===== src/rtl/aux_arb_pkg.sv =====
package aux_arb_pkg;

   localparam int unsigned OWN_W = 2;

   typedef enum logic [OWN_W-1:0] {
      OWN_FREE = 2'd0,
      OWN_SW   = 2'd1,
      OWN_MCU  = 2'd2
   } own_e;

   typedef enum logic [1:0] {
      SEQ_OFF   = 2'd0,
      SEQ_RST   = 2'd1,
      SEQ_UNRST = 2'd2,
      SEQ_READY = 2'd3
   } seq_e;

endpackage


===== src/rtl/aux_en_seq.sv =====
module aux_en_seq
   import aux_arb_pkg::*;
#(
   parameter bit HAS_CHAN_RESET = 1'b1
) (
   input  logic clk,
   input  logic rst_n,
   input  logic kick,
   input  logic rst_done,
   output logic en,
   output logic core_rst,
   output logic ready
);

   generate
      if (HAS_CHAN_RESET) begin : g_handshake
         seq_e state_q, state_d;

         always_comb begin
            state_d = state_q;
            unique case (state_q)
               SEQ_OFF:   if (kick)      state_d = SEQ_RST;
               SEQ_RST:   if (rst_done)  state_d = SEQ_UNRST;
               SEQ_UNRST: if (!rst_done) state_d = SEQ_READY;
               default:                  state_d = SEQ_READY;
            endcase
         end

         always_ff @(posedge clk or negedge rst_n) begin
            if (!rst_n) state_q <= SEQ_OFF;
            else        state_q <= state_d;
         end

         assign en       = (state_q != SEQ_OFF);
         assign core_rst = (state_q == SEQ_RST);
         assign ready    = (state_q == SEQ_READY);

         // reset is held while the core has not reported done
         p_rst_hold_r4: assert property (@(posedge clk) disable iff (!rst_n)
            (core_rst && !rst_done) |=> core_rst);
         // reset is released once done has been seen
         p_rst_drop_r4: assert property (@(posedge clk) disable iff (!rst_n)
            (core_rst && rst_done) |=> !core_rst);
         // ready only after done has gone low with reset released
         p_ready_after_unrst_r5: assert property (@(posedge clk) disable iff (!rst_n)
            $rose(ready) |-> ($past(!rst_done) && $past(en) && !$past(core_rst)));
      end else begin : g_plain
         logic en_q;

         always_ff @(posedge clk or negedge rst_n) begin
            if (!rst_n)    en_q <= 1'b0;
            else if (kick) en_q <= 1'b1;
         end

         assign en       = en_q;
         assign core_rst = 1'b0;
         assign ready    = en_q;
      end
   endgenerate

   // enable is sticky
   p_en_sticky_r10: assert property (@(posedge clk) disable iff (!rst_n)
      en |=> en);
   // reset to the core only while it is enabled
   p_rst_needs_en_r4: assert property (@(posedge clk) disable iff (!rst_n)
      core_rst |-> en);

endmodule


===== src/rtl/aux_req_pick.sv =====
module aux_req_pick #(
   parameter bit MCU_WINS = 1'b1
) (
   input  logic is_free,
   input  logic sw_want,
   input  logic mcu_want,
   output logic take_sw,
   output logic take_mcu
);

   generate
      if (MCU_WINS) begin : g_mcu_first
         assign take_mcu = is_free && mcu_want;
         assign take_sw  = is_free && sw_want && !mcu_want;
      end else begin : g_sw_first
         assign take_sw  = is_free && sw_want;
         assign take_mcu = is_free && mcu_want && !sw_want;
      end
   endgenerate

   always_comb begin
      a_pick_excl_r7: assert (!(take_sw && take_mcu));
   end

endmodule


===== src/rtl/aux_own_ctl.sv =====
module aux_own_ctl
   import aux_arb_pkg::*;
#(
   parameter bit MCU_WINS = 1'b1
) (
   input  logic             clk,
   input  logic             rst_n,
   input  logic             sw_req,
   input  logic             sw_done,
   input  logic             mcu_req,
   input  logic             mcu_done,
   input  logic             chan_ready,
   output logic             seq_kick,
   output logic [OWN_W-1:0] owner
);

   own_e own_q, own_d;
   logic pend_q, pend_d;
   logic is_free, sw_want, take_sw, take_mcu;

   assign is_free = (own_q == OWN_FREE);
   assign sw_want = sw_req || pend_q;

   aux_req_pick #(.MCU_WINS(MCU_WINS)) u_pick (
      .is_free (is_free),
      .sw_want (sw_want),
      .mcu_want(mcu_req),
      .take_sw (take_sw),
      .take_mcu(take_mcu)
   );

   assign seq_kick = take_sw && !chan_ready;

   always_comb begin
      own_d  = own_q;
      pend_d = pend_q;
      unique case (own_q)
         OWN_SW:  if (sw_done)  own_d = OWN_FREE;
         OWN_MCU: if (mcu_done) own_d = OWN_FREE;
         default: begin
            if (take_mcu) begin
               own_d  = OWN_MCU;
               pend_d = 1'b0;
            end else if (take_sw) begin
               if (chan_ready) begin
                  own_d  = OWN_SW;
                  pend_d = 1'b0;
               end else begin
                  pend_d = 1'b1;
               end
            end
         end
      endcase
   end

   always_ff @(posedge clk or negedge rst_n) begin
      if (!rst_n) begin
         own_q  <= OWN_FREE;
         pend_q <= 1'b0;
      end else begin
         own_q  <= own_d;
         pend_q <= pend_d;
      end
   end

   assign owner = own_q;

   p_legal_code_r1: assert property (@(posedge clk) disable iff (!rst_n)
      owner != 2'd3);
   p_mcu_keeps_r2: assert property (@(posedge clk) disable iff (!rst_n)
      (own_q == OWN_MCU && !mcu_done) |=> own_q == OWN_MCU);
   p_grant_needs_ready_r5: assert property (@(posedge clk) disable iff (!rst_n)
      $rose(own_q == OWN_SW) |-> $past(chan_ready));
   p_sw_release_r6: assert property (@(posedge clk) disable iff (!rst_n)
      (own_q == OWN_SW && sw_done) |=> own_q == OWN_FREE);
   p_mcu_take_r7: assert property (@(posedge clk) disable iff (!rst_n)
      (own_q == OWN_FREE && mcu_req && MCU_WINS) |=> own_q == OWN_MCU);
   p_mcu_release_r8: assert property (@(posedge clk) disable iff (!rst_n)
      (own_q == OWN_MCU && mcu_done) |=> own_q == OWN_FREE);
   p_foreign_done_r9: assert property (@(posedge clk) disable iff (!rst_n)
      (own_q == OWN_SW && !sw_done) |=> own_q == OWN_SW);
   p_pend_dropped_r11: assert property (@(posedge clk) disable iff (!rst_n)
      (own_q == OWN_MCU) |-> !pend_q);

endmodule


===== src/rtl/aux_chan_arbiter.sv =====
module aux_chan_arbiter
   import aux_arb_pkg::*;
#(
   parameter bit          HAS_CHAN_RESET = 1'b1,
   parameter bit          MCU_WINS       = 1'b1,
   parameter int unsigned STATUS_W       = 2
) (
   input  logic                clk,
   input  logic                rst_n,
   input  logic                sw_req,
   input  logic                sw_done,
   input  logic                mcu_req,
   input  logic                mcu_done,
   input  logic                chan_rst_done,
   output logic                chan_en,
   output logic                chan_rst,
   output logic [STATUS_W-1:0] own_status
);

   localparam int unsigned PAD_W = STATUS_W - OWN_W;

   generate
      if (STATUS_W < OWN_W) begin : g_bad_width
         $error("STATUS_W must be at least the owner code width");
      end
   endgenerate

   logic             ready, kick;
   logic [OWN_W-1:0] owner;

   aux_en_seq #(.HAS_CHAN_RESET(HAS_CHAN_RESET)) u_seq (
      .clk     (clk),
      .rst_n   (rst_n),
      .kick    (kick),
      .rst_done(chan_rst_done),
      .en      (chan_en),
      .core_rst(chan_rst),
      .ready   (ready)
   );

   aux_own_ctl #(.MCU_WINS(MCU_WINS)) u_own (
      .clk       (clk),
      .rst_n     (rst_n),
      .sw_req    (sw_req),
      .sw_done   (sw_done),
      .mcu_req   (mcu_req),
      .mcu_done  (mcu_done),
      .chan_ready(ready),
      .seq_kick  (kick),
      .owner     (owner)
   );

   generate
      if (PAD_W > 0) begin : g_pad
         assign own_status = {{PAD_W{1'b0}}, owner};
      end else begin : g_exact
         assign own_status = owner;
      end
   endgenerate

   // a refused software request must not enable the core
   p_refuse_no_seq_r2: assert property (@(posedge clk) disable iff (!rst_n)
      (owner == OWN_MCU && !chan_en) |=> !chan_en);

endmodule


===== config.mk =====
export PLATFORM = sky130hd
export DESIGN_NAME = aux_chan_arbiter
export DESIGN_NICKNAME = d
export VERILOG_FILES = /design/src/rtl/aux_arb_pkg.sv /design/src/rtl/aux_en_seq.sv /design/src/rtl/aux_req_pick.sv /design/src/rtl/aux_own_ctl.sv /design/src/rtl/aux_chan_arbiter.sv
export SDC_FILE = /design/constraint.sdc
export NUM_CORES = 1
export LEC_CHECK = 0
export ABC_CLOCK_PERIOD_IN_PS = 3100
export BUFFER_PORTS_ARGS = -buffer_cell sky130_fd_sc_hd__clkbuf_2
export CORE_AREA = 2 2 39 41
export CTS_BUF_LIST = sky130_fd_sc_hd__clkbuf_16
export DETAILED_ROUTE_END_ITERATION = 8
export DIE_AREA = 0 0 41 43
export GPL_TIMING_DRIVEN = 0
export PLACE_DENSITY = 0.42
export SYNTH_ARGS = -nofsm -noshare
export SYNTH_HDL_FRONTEND = slang
export SYNTH_SLANG_ARGS = --single-unit

===== constraint.sdc =====
create_clock -name clk -period 3.1 [get_ports clk]
set_input_delay 0.62 -clock clk [delete_from_list [all_inputs] [get_ports clk]]
set_output_delay 0.62 -clock clk [all_outputs]
set_load 0.01 [all_outputs]

Yosys cells after proc, flatten, opt, wreduce, memory -nomap -nowiden
Cells that the tools add are included.
{"block": "word_totals", "ff_bits": 5, "latch_bits": 0, "mem_bits_rw": 0, "romBits": 0, "input_bits": 7, "out_inout_bits": 4, "mem_count": 0}
{"block": "classes", "addsub": 0, "mul": 0, "n_div": 0, "n_lt_le_gt_ge": 0, "n_eq_ne": 10, "shifts": 0, "mux": 13, "bitwise_logic": 1, "n_reduce_logical": 17}
{"cell": "2-bit 2-to-1 mux", "count": 8}
{"cell": "2-bit != test (second input constant)", "count": 5}
{"cell": "4-bit nonzero test", "count": 2}
{"cell": "2-bit equality test (second input constant)", "count": 3}
{"cell": "2-bit case mux with 3 select lines", "count": 1}
{"cell": "2-bit by 1-bit equality test with 1-bit output (second input constant)", "count": 2}
{"cell": "1-bit logical AND", "count": 4}
{"cell": "2-bit zero test", "count": 2}
{"cell": "2-bit case mux with 2 select lines", "count": 1}
{"cell": "4-bit AND reduction", "count": 1}
{"cell": "2-bit nonzero test", "count": 2}
{"cell": "1-bit 2-to-1 mux", "count": 3}
{"cell": "3-bit AND reduction", "count": 1}
{"cell": "1-bit zero test", "count": 2}
{"cell": "2-bit AND reduction", "count": 1}
{"cell": "2-bit OR reduction", "count": 1}
{"cell": "1-bit logical OR", "count": 1}
{"cell": "1-bit inverter", "count": 1}

Logic depth before layout (Yosys ltp)
Gate-level depths: netlist of the first run.
{"block": "logic_depth", "word_depth": 6, "mapped_depth": 5, "ltp_nobuf": 5}

Cells and area by module
Synthesis of the first run repeated with hierarchy kept, for this count alone.
{"block": "hier_totals", "hier_cells": 37, "hier_area_um2": 337.8}
{"mod": "aux_own_ctl", "instances": 1, "cells_each": 25, "area_per_inst_um2": 220.2}
{"mod": "aux_en_seq", "instances": 1, "cells_each": 10, "area_per_inst_um2": 101.3}
{"mod": "aux_req_pick", "instances": 1, "cells_each": 2, "area_per_inst_um2": 16.3}

Least setup slack after synthesis of the first run
OpenSTA, ideal clock, no wires.
{"block": "synth_path", "kind": "register -> register", "from": "reg u_own.own_q[0], in the netlist u_own.owner[0]", "to": "reg u_own.own_q[1], in the netlist u_own.owner[1]", "setup_ns": 0.070, "arrival_ns": 1.389, "setup_slack_ns": 1.641, "path_stages_with_launch": 5, "path_buffers": 0, "synth_period_minus_slack_ns": 1.459, "path_cell_list": "dfrtp_1 inv_1 ha_1 or4_1 nand3b_1"}
{"block": "synth_via", "elab_chain_cells": 5}
{"item": "from (decl)", "line_no": "aux_own_ctl.sv:17", "text": "own_e own_q, own_d;"}
{"item": "from (signal assigned)", "line_no": "aux_own_ctl.sv:61", "text": "own_q <= own_d;"}
{"item": "2-bit zero test", "line_no": "aux_own_ctl.sv:21", "text": "assign is_free = (own_q == OWN_FREE);"}
{"item": "1-bit logical AND (2 in series)", "line_no": "aux_req_pick.sv:14", "text": "assign take_sw = is_free && sw_want && !mcu_want;"}
{"item": "4-bit nonzero test (no line)"}
{"item": "4-bit AND reduction (no line)"}
Parallel ways exist; a longest one is shown, timed or not.
A chain may end at the register's enable or synchronous reset.

Worst setup path in the final report of the first run
{"block": "layout_path", "from": "reg u_seq.g_handshake.state_q[0]", "to": "out chan_en"}
{"block": "layout_via", "elab_chain_cells": 1}
{"item": "from (decl)", "line_no": "aux_en_seq.sv:17", "text": "seq_e state_q, state_d;"}
{"item": "from (signal assigned)", "line_no": "aux_en_seq.sv:31", "text": "else state_q <= state_d;"}
{"item": "2-bit nonzero test", "line_no": "aux_en_seq.sv:34", "text": "assign en = (state_q != SEQ_OFF);"}
{"item": "to (decl)", "line_no": "aux_chan_arbiter.sv:15", "text": "output logic chan_en,"}
No other way between the ends.

==> reports/results.txt, run 1 <==
Chip height -> 43 um
Multi-input gate area -> 195 sq um
Average instance area after synthesis -> 9.31 sq um
Maximum fanout encountered on the critical timing path -> 6
Final period utilization -> 54.2%
Initial DRT Pass Iterations -> 5
Longest individual stage delay on the worst path -> 0.41 ns
Core area -> 1380 sq um
Setup total negative slack -> 0 ns
Post-placement setup slack -> 1.61 ns
Total Routing Usage GR -> 10.2%
IO Port Bufs -> 10
Worst hold path type -> in2async
DRC -> 0
Placed instance count -> 62
Commonest cells after routing, fill and taps aside -> 10 x sky130_fd_sc_hd__clkbuf_2, 5 x sky130_fd_sc_hd__inv_1, 5 x sky130_fd_sc_hd__dfrtp_1
Startpoint of the most critical setup path -> u_seq.g_handshake.state_q[0]
Total clock buffers created by CTS -> 3
Fin. max-slew vios -> 0
Maximum Capacitance Violations -> 0
Nets in the synthesized netlist -> 46
Post-synthesis cell type count -> 16
Count of boundary I/O pins -> 11
Htree depth -> 1
Net count reported at finish -> 61
Register area -> 125 sq um
Clock tree sinks -> 5
Cts repair resizes -> 0
Post-Layout Inst Area -> 484 sq um
Number of storage elements in the synthesis netlist -> 5
Average via count per standard cell -> 4.64
Number of antenna violations at the first check in global routing -> 0
Floorplan die area -> 1760 sq um
Max IR drop VDD -> 0.422 mV
Hold Vio Cnt, Final -> 0
Share of cells above drive strength 1 -> 30.0%
Cell at the root of the clock tree -> sky130_fd_sc_hd__clkbuf_16
Global-route wire length before repair -> 1190 um
Via count of the first global-routing pass -> 294
F_max -> 0.595 GHz
GP Congestion -> 0.697
Cells after synthesis -> 36
Vias -> 306
Critical-path cell list -> or2_2 -> clkbuf_2
Total wire length -> 701 um
Worst Skew -> 0.00154 ns
Data arrival, critical path -> 1.06 ns
Area delta synth->final -> 44.4%
Pwr per Cell Area -> 883 nW/um^2
Chip width -> 41 um
Antenna Diode Count -> 0
Unrepaired setup endpoints after global routing -> false
Capturing element type of the critical path -> primary output
Clock Pin Slew Worst Setup and Hold Paths -> 0.03 ns
Setup Viol. Count Final -> 0
Effective utilization at floorplan -> 24.2%
Post-route worst setup slack -> 1.42 ns
Worst reg2reg startpoint -> u_own.owner[0]
Leading cell type in the layout, fill and taps excluded -> sky130_fd_sc_hd__clkbuf_2
Slowest CP cell -> sky130_fd_sc_hd__dfrtp_1
CTS tree -> built
Post-synthesis instance area -> 335 sq um
Final std cells w/o fill -> 66
ANT nets after route -> 0
Average routed wire per standard cell -> 10.6 um
Warning count from the yosys run -> 0
Critical Path RT -> 2.48 ns
Total of hold buffers inserted after clock tree synthesis -> 0
P_leak -> 0.000223 uW
Kind of start point of the critical path -> flip-flop
Maximum clock path buffer count -> 2
Top cell family by delay on the critical path -> flip-flops
Maximum number of pins on one net before global-route repair -> 7
Design Power -> 428 uW
Crit Path Category -> reg2out
Run status -> complete, no violations
Tightest slew margin relative to the limit -> 84.2%
Setup bufs post-CTS -> 0
Iter 0 DRT Violations -> 6
Placed Area -> 405 sq um
Fill cell count -> 153
Clk_lat worst skew -> 0.22 ns
Sequential fraction of the synthesis area -> 37.3%
# rows -> 14
Total overflow reported by the global router -> 0
HPWL Detailed -> 587 um
Count of buffer and inverter cells on the critical path -> 1
Slew @ Worst Pin -> 0.236 ns
Time the worst path needs with I/O delays and setup -> 1.68 ns
## per-stage QoR
stage	hold slack, ns	utilization, %
after global placement	0.442	29.3
after global routing	0.212	35.0
after floorplan	0.324	-
final	0.203	35.0
after CTS	0.204	35.0
after detailed placement	0.440	29.3
## Yosys cell counts
library cell,count,share of area (%)
sky130_fd_sc_hd__o21ai_0,2,3.0
sky130_fd_sc_hd__or2_1,2,3.7
sky130_fd_sc_hd__nor2b_1,4,7.5
sky130_fd_sc_hd__a311oi_1,2,5.2
sky130_fd_sc_hd__ha_1,3,11
sky130_fd_sc_hd__a211oi_1,1,2.2
sky130_fd_sc_hd__nand3b_1,1,2.2
sky130_fd_sc_hd__inv_1,4,4.5
sky130_fd_sc_hd__and2_1,1,1.9
sky130_fd_sc_hd__a31oi_1,4,7.5
sky130_fd_sc_hd__dfrtp_1,5,37
sky130_fd_sc_hd__nor2b_4,1,4.1
sky130_fd_sc_hd__nand2_1,3,3.4
sky130_fd_sc_hd__or2_2,1,1.9
sky130_fd_sc_hd__nor3b_1,1,2.2
sky130_fd_sc_hd__or4_1,1,2.2
## worst reg2reg max path, delay by kind of cell (launching register included)
kind	cells	cell delay [ns]
buffers and inverters	1	0.09
flip-flops	1	0.38
adder cells (fa/ha/maj)	1	0.33
AND/OR/NAND/NOR	2	0.64
## layer usage
layer / track usage [%] / vias to the layer above / part of all wire, %
li1: - / 156 / -
met1: 10.8 / 143 / 39
met2: 15.3 / 7 / 57
met3: 3.66 / 0 / 4.3
met4: 8.00 / 0 / 0
met5: 0 / - / 0
## where the power goes
part	leakage, uW	total (uW)	internal (uW)	switching, uW
registers	0.0000563	92.1	80.9	11.2
clock network	0.0000423	206	167	39.0
logic	0.000124	130	58.7	71.1
total	0.000223	428	306	121
## layout make-up
| class | count | area share, % |
|---|---|---|
| clock buffers | 3 | 15.5 |
| flip-flops and latches | 5 | 25.8 |
| clock inverters | 1 | 0.775 |
| inverters | 4 | 3.10 |
| multi-input cells | 27 | 40.3 |
| repair buffers | 10 | 10.3 |
| well taps | 16 | 4.13 |
## registers in the layout (all words and copies together), names as in the netlist
register	flops
u_seq.g_handshake.state_q	2
u_own.pend_q	1
u_own.owner	2
## worst paths after layout
kind                                                      to  slack (ns)  cells after the start
worst min-delay path                            u_own.pend_q        0.20                      1
worst min register to register  u_seq.g_handshake.state_q[0]        0.54                      1
worst max register to register                u_own.owner[1]        1.60                      4
worst max-delay path                                 chan_en        1.42                      2
max in group asynchronous                     u_own.owner[0]        2.76                      1
min in group clk                u_seq.g_handshake.state_q[0]        0.54                      1
## kinds of logic after synthesis
family | count (synthesis) | share of synthesized area (%)
AO/OA/AOI/OAI | 9 | 17.9
adder cells (fa/ha/maj) | 3 | 11.2
buffers and inverters | 4 | 4.48
flip-flops | 5 | 37.3
AND/OR/NAND/NOR | 15 | 29.1
(Power assumes the default switching activity.)
==> run 2: changes to the inputs <==
ABC_CLOCK_PERIOD_IN_PS = 1600   (was 3100)
clock period = 1.6 ns   (was 3.1 ns; I/O delays follow)
==> run 2 against run 1 <==
Hold slack gained 0.12 ns. Clock skew is essentially flat. Critical path depth grew 2. Total power grew 94%. Core utilization grew 0.72 points. Register-to-register slack lost 1.5 ns. Worst setup slack lost 1.3 ns. Critical path type is now reg2reg.
==> reports/results.txt, run 2 (same netlist as run 1, synthesis figures left out) <==
Run status -> complete, no violations
Worst Skew -> 0.00143 ns
CTS tree -> built
Capturing element type of the critical path -> flip-flop
Initial DRT Pass Iterations -> 5
Net count reported at finish -> 62
Total clock buffers created by CTS -> 3
Pwr per Cell Area -> 1680 nW/um^2
Data arrival, critical path -> 1.66 ns
Slowest CP cell -> sky130_fd_sc_hd__or4_1
Multi-input gate area -> 195 sq um
DRC -> 0
Antenna Diode Count -> 0
Maximum fanout encountered on the critical timing path -> 4
Critical Path RT -> 1.75 ns
Maximum Capacitance Violations -> 0
Maximum number of pins on one net before global-route repair -> 7
Core area -> 1380 sq um
Chip width -> 41 um
Effective utilization at floorplan -> 24.2%
Setup bufs post-CTS -> 0
Number of antenna violations at the first check in global routing -> 0
Maximum clock path buffer count -> 2
Placed Area -> 405 sq um
Slew @ Worst Pin -> 0.236 ns
Worst hold path type -> in2reg
Max IR drop VDD -> 0.818 mV
Path depth of the worst reg2reg path -> 4
Crit path capture -> u_own.owner[1]
Floorplan die area -> 1760 sq um
Global-route wire length before repair -> 1190 um
Area delta synth->final -> 47.4%
Leading cell type in the layout, fill and taps excluded -> sky130_fd_sc_hd__clkbuf_2
Average via count per standard cell -> 4.63
Kind of start point of the critical path -> flip-flop
Unrepaired setup endpoints after global routing -> false
Commonest cells after routing, fill and taps aside -> 10 x sky130_fd_sc_hd__clkbuf_2, 5 x sky130_fd_sc_hd__inv_1, 5 x sky130_fd_sc_hd__dfrtp_1
Final period utilization -> 93.9%
Clk_lat worst skew -> 0.22 ns
Startpoint of the most critical setup path -> u_own.owner[0]
Time the worst path needs with I/O delays and setup -> 1.50 ns
F_max -> 0.666 GHz
Register area -> 125 sq um
Critical-path cell list -> inv_1 -> ha_1 -> or4_1 -> nand3b_1
Total Routing Usage GR -> 10.2%
Crit Path Category -> reg2reg
Vias -> 310
Fill cell count -> 152
Cell at the root of the clock tree -> sky130_fd_sc_hd__clkbuf_16
Slack of the worst reg-to-reg path -> 0.1 ns
IO Port Bufs -> 10
Tightest slew margin relative to the limit -> 84.2%
Count of boundary I/O pins -> 11
# rows -> 14
Htree depth -> 1
Hold Vio Cnt, Final -> 0
Worst reg2reg startpoint -> u_own.owner[0]
Destination of the worst register-to-register timing path -> u_own.owner[1]
Total wire length -> 701 um
Average routed wire per standard cell -> 10.5 um
Setup Viol. Count Final -> 0
Chip height -> 43 um
P_leak -> 0.000227 uW
GP Congestion -> 0.697
ANT nets after route -> 0
Longest individual stage delay on the worst path -> 0.53 ns
Clock Pin Slew Worst Setup and Hold Paths -> 0.03 ns
Fin. max-slew vios -> 0
Total overflow reported by the global router -> 0
Clock tree sinks -> 5
Share of cells above drive strength 1 -> 29.4%
Setup total negative slack -> 0 ns
HPWL Detailed -> 587 um
Final hold slack -> 0.324 ns
Iter 0 DRT Violations -> 5
Via count of the first global-routing pass -> 294
Post-Layout Inst Area -> 494 sq um
-- run 2: through the flow --
stage          cells  power, uW  utilization [%]  setup WS (ns)
4_1_cts           67        844             35.7         0.0877
5_1_grt           67        890             35.7         0.0122
3_3_place_gp      62        427             29.3          0.106
3_5_place_dp      62        434             29.3          0.105
6_report          67        830             35.7         0.0978
2_1_floorplan     36        358                -          0.141
-- run 2: layout make-up --
type,count,share of cell area (%)
clock inverters,1,0.759
multi-input cells,27,39.5
well taps,16,4.05
inverters,4,3.04
repair buffers,11,12.2
clock buffers,3,15.2
flip-flops and latches,5,25.3
-- run 2: worst min path at each step --
stage	from	to	slack (ns)	depth (start not counted)
finish	chan_rst_done	u_seq.g_handshake.state_q[0]	0.32	2
CTS	chan_rst_done	u_seq.g_handshake.state_q[0]	0.32	2
global placement	rst_n	u_own.pend_q	0.14	1
floorplan	rst_n	u_own.owner[0]	0.02	0
detailed placement	rst_n	u_own.pend_q	0.14	1
global route	chan_rst_done	u_seq.g_handshake.state_q[0]	0.33	2
-- run 2: critical path: cells and delay by family (launching register included) --
kind	cells	cell delay (ns)
and+or+nand+nor	2	0.64
buffers and inverters	1	0.09
DFF	1	0.38
adders and majority gates	1	0.33
-- run 2: repair_timing --
action | 4_1_cts | 5_1_grt
endpoints found under the hold margin | 5 | 0
gates resized for setup | 0 | 0
hold buffers | 1 | 0
-- run 2: routing by layer --
| layer | track usage [%] | wire, um | up-vias |
|---|---|---|---|
| met5 | 0 | 0 | - |
| met4 | 8.00 | 0 | 0 |
| met3 | 3.66 | 30 | 0 |
| met2 | 15.3 | 396 | 7 |
| met1 | 10.8 | 274 | 145 |
| li1 | - | - | 158 |
-- run 2: power breakdown --
part / switching, uW / internal (uW)
clock network: 75.3 / 323
logic: 138 / 115
registers: 21.7 / 157
==> run 3: changes to the inputs <==
ABC_AREA = 1   (was default)
CORE_AREA = 4 4 41 43   (was 2 2 39 41)
DIE_AREA = 0 0 45 47   (was 0 0 41 43)
PLACE_DENSITY = 0.43   (was 0.42)
REMOVE_ABC_BUFFERS = 1   (was default)
==> run 3 against run 2 <==
Register-to-register slack better by 0.25 ns. Sequential power is 3% lower. Clock power hardly changed. Synthesized area is 4.1% higher. Critical path depth is 5 higher. Non-clock buffer count stayed put. Clock skew is 0.00074 ns lower. Hold slack worse by 0.031 ns. Global-route usage is 3.0 points lower. Critical path type unchanged. Critical endpoint unchanged. Largest cell class unchanged. Highest routed layer is now met4.
==> reports/results.txt, run 3 <==
Run status -> complete, no violations
Total wire length -> 604 um
Clock tree sinks -> 5
Time the worst path needs with I/O delays and setup -> 1.25 ns
Total Routing Usage GR -> 7.22%
Sequential fraction of the synthesis area -> 35.8%
Critical-path cell list -> inv_1 -> ha_1 -> inv_1 -> nand2_1 -> nand3_2 -> nand2_1 -> inv_1 -> nand2_1 -> nand2_1
Worst Skew -> 0.000684 ns
Primary flip-flop cell chosen by synthesis mapping -> sky130_fd_sc_hd__dfrtp_1
Setup total negative slack -> 0 ns
GP Congestion -> 0.687
Data arrival, critical path -> 1.41 ns
Cell at the root of the clock tree -> sky130_fd_sc_hd__clkbuf_16
Chip height -> 47 um
Maximum Capacitance Violations -> 0
Iter 0 DRT Violations -> 1
HPWL Detailed -> 512 um
Core Util, Final -> 38.9%
Kind of start point of the critical path -> flip-flop
Share of cells above drive strength 1 -> 32.8%
Final period utilization -> 78.2%
Crit Path Category -> reg2reg
Synth async-reset ratio -> 100%
Via count of the first global-routing pass -> 275
Number of antenna violations at the first check in global routing -> 0
Unrepaired setup endpoints after global routing -> false
Critical Path RT -> 1.76 ns
Synth top area cells -> sky130_fd_sc_hd__dfrtp_1 36%, sky130_fd_sc_hd__inv_1 13%, sky130_fd_sc_hd__nand2_1 12%
Number of storage elements in the synthesis netlist -> 5
Clock Pin Slew Worst Setup and Hold Paths -> 0.03 ns
Cts repair resizes -> 0
Antenna Diode Count -> 0
Warning count from the yosys run -> 0
ANT nets after route -> 0
Leading cell type in the layout, fill and taps excluded -> sky130_fd_sc_hd__inv_1
Maximum number of pins on one net before global-route repair -> 6
Worst hold path type -> in2reg
Floorplan die area -> 2120 sq um
Dominant cell type by count on the critical path -> sky130_fd_sc_hd__nand2_1
Total clock buffers created by CTS -> 3
Effective utilization at floorplan -> 26.8%
Hold Vio Cnt, Final -> 0
Slowest CP cell -> sky130_fd_sc_hd__dfrtp_1
Commonest cells after routing, fill and taps aside -> 13 x sky130_fd_sc_hd__inv_1, 11 x sky130_fd_sc_hd__nand2_1, 10 x sky130_fd_sc_hd__clkbuf_2
Maximum fanout encountered on the critical timing path -> 4
Average via count per standard cell -> 3.93
Average routed wire per standard cell -> 7.95 um
Chip width -> 45 um
F_max -> 0.799 GHz
Setup bufs post-CTS -> 0
Initial DRT Pass Iterations -> 3
Capturing element type of the critical path -> flip-flop
Average instance area after synthesis -> 7.59 sq um
Area delta synth->final -> 45.2%
Total overflow reported by the global router -> 0
Net count reported at finish -> 72
CTS tree -> built
Commonest cells in the netlist -> 12 x sky130_fd_sc_hd__inv_1, 11 x sky130_fd_sc_hd__nand2_1, 5 x sky130_fd_sc_hd__dfrtp_1
Yosys top cell by area -> sky130_fd_sc_hd__dfrtp_1
DRC -> 0
Maximum clock path buffer count -> 2
Tightest slew margin relative to the limit -> 91.1%
Count of boundary I/O pins -> 11
Htree depth -> 1
P_leak -> 0.000306 uW
Number of synthesized flops with an enable pin -> 0
Most common cell in the synthesized netlist -> sky130_fd_sc_hd__inv_1
Cells after synthesis -> 46
Longest individual stage delay on the worst path -> 0.38 ns
# rows -> 13
Pwr per Cell Area -> 1740 nW/um^2
Slew @ Worst Pin -> 0.134 ns
Max IR drop VDD -> 0.816 mV
Global-route wire length before repair -> 1040 um
Vias -> 299
Final std cells w/o fill -> 76
Setup Viol. Count Final -> 0
Post-synthesis cell type count -> 16
Fin. max-slew vios -> 0
Post-synthesis instance area -> 349 sq um
Placed instance count -> 71
Core area -> 1300 sq um
IO Port Bufs -> 10
Clk_lat worst skew -> 0.22 ns
Yosys top cell area share -> 35.8%
[run 3: changes by cell type after synthesis, moves of 2 or more]
| cell | before | now |
|---|---|---|
| sky130_fd_sc_hd__inv_1 | 4 | 12 |
| sky130_fd_sc_hd__nand2_1 | 3 | 11 |
| sky130_fd_sc_hd__nor2b_1 | 4 | 0 |
| sky130_fd_sc_hd__a31oi_1 | 4 | 1 |
| sky130_fd_sc_hd__a311oi_1 | 2 | 0 |
| sky130_fd_sc_hd__nand2_2 | 0 | 2 |
| sky130_fd_sc_hd__nand3_2 | 0 | 2 |
| sky130_fd_sc_hd__nor2_1 | 0 | 2 |
| sky130_fd_sc_hd__o21ai_0 | 2 | 0 |
| sky130_fd_sc_hd__or2_1 | 2 | 0 |
[run 3: power by group]
part	switching [uW]	internal, uW
Sequential	20.6	152
Combinational	196	117
Clock	73.7	323
Total	290	592
[run 3: kinds of logic after synthesis]
logic type               count (synthesis)  synth area share [%]
AO/OA/AOI/OAI                            4                  7.89
flip-flops                               5                  35.8
buffers and inverters                   13                  14.0
adder cells (fa/ha/maj)                  3                  10.8
AND/OR/NAND/NOR                         21                  31.5
[run 3: what timing repair did]
action	CTS	global route
setup endpoints to repair	0	0
hold endpoints to repair	5	0
hold buffers	1	0
[run 3: critical path: cells and delay by family (launching register included)]
family	cells	cell delay (ns)
AND/OR/NAND/NOR	5	0.29
adder cells (fa/ha/maj)	1	0.24
buffers and inverters	3	0.28
flip-flops	1	0.38
[run 3: routing by layer]
layer | wire, um | global-route usage [%] | vias to the layer above | share of wire (%)
met2 | 238 | 9.60 | 10 | 39
met1 | 307 | 8.97 | 122 | 51
met3 | 44 | 2.30 | 2 | 7.3
met5 | 0 | 0 | - | 0
li1 | - | - | 165 | -
met4 | 13 | 7.02 | 0 | 2.2
[run 3: final timing paths]
| path | startpoint | end | slack (ns) | cells past startpoint |
|---|---|---|---|---|
| worst max-delay path | u_own.owner[0] | u_own.owner[1] | 0.35 | 9 |
| worst min-delay path | chan_rst_done | u_seq.g_handshake.state_q[0] | 0.29 | 2 |
| min in group asynchronous | rst_n | u_seq.g_handshake.state_q[0] | 0.45 | 2 |
| worst min register to register | u_own.pend_q | u_own.pend_q | 0.50 | 2 |
| worst max register to register | u_own.owner[0] | u_own.owner[1] | 0.35 | 9 |
| max in group asynchronous | rst_n | u_own.owner[1] | 1.01 | 2 |
[run 3: area by class of cell]
cell class                 count  area (sq um)
fill                         152           795
multi-input combinational     28           175
clock buffer                   3          75.1
timing repair buffer          11          60.1
inverter                      13          48.8
clock inverter                 1          3.75
tap                           15          18.8
sequential                     5           125
[run 3: stage by stage]
step | hold WS [ns] | power [uW] | cell area, sq um | worst slack (ns)
finish | 0.292 | 883 | 507 | 0.349
global route | 0.311 | 956 | 507 | 0.255
CTS | 0.292 | 896 | 507 | 0.349
detailed placement | 0.144 | 491 | 418 | 0.353
global placement | 0.146 | 494 | 418 | 0.348
floorplan | 0.0244 | 414 | 349 | 0.378
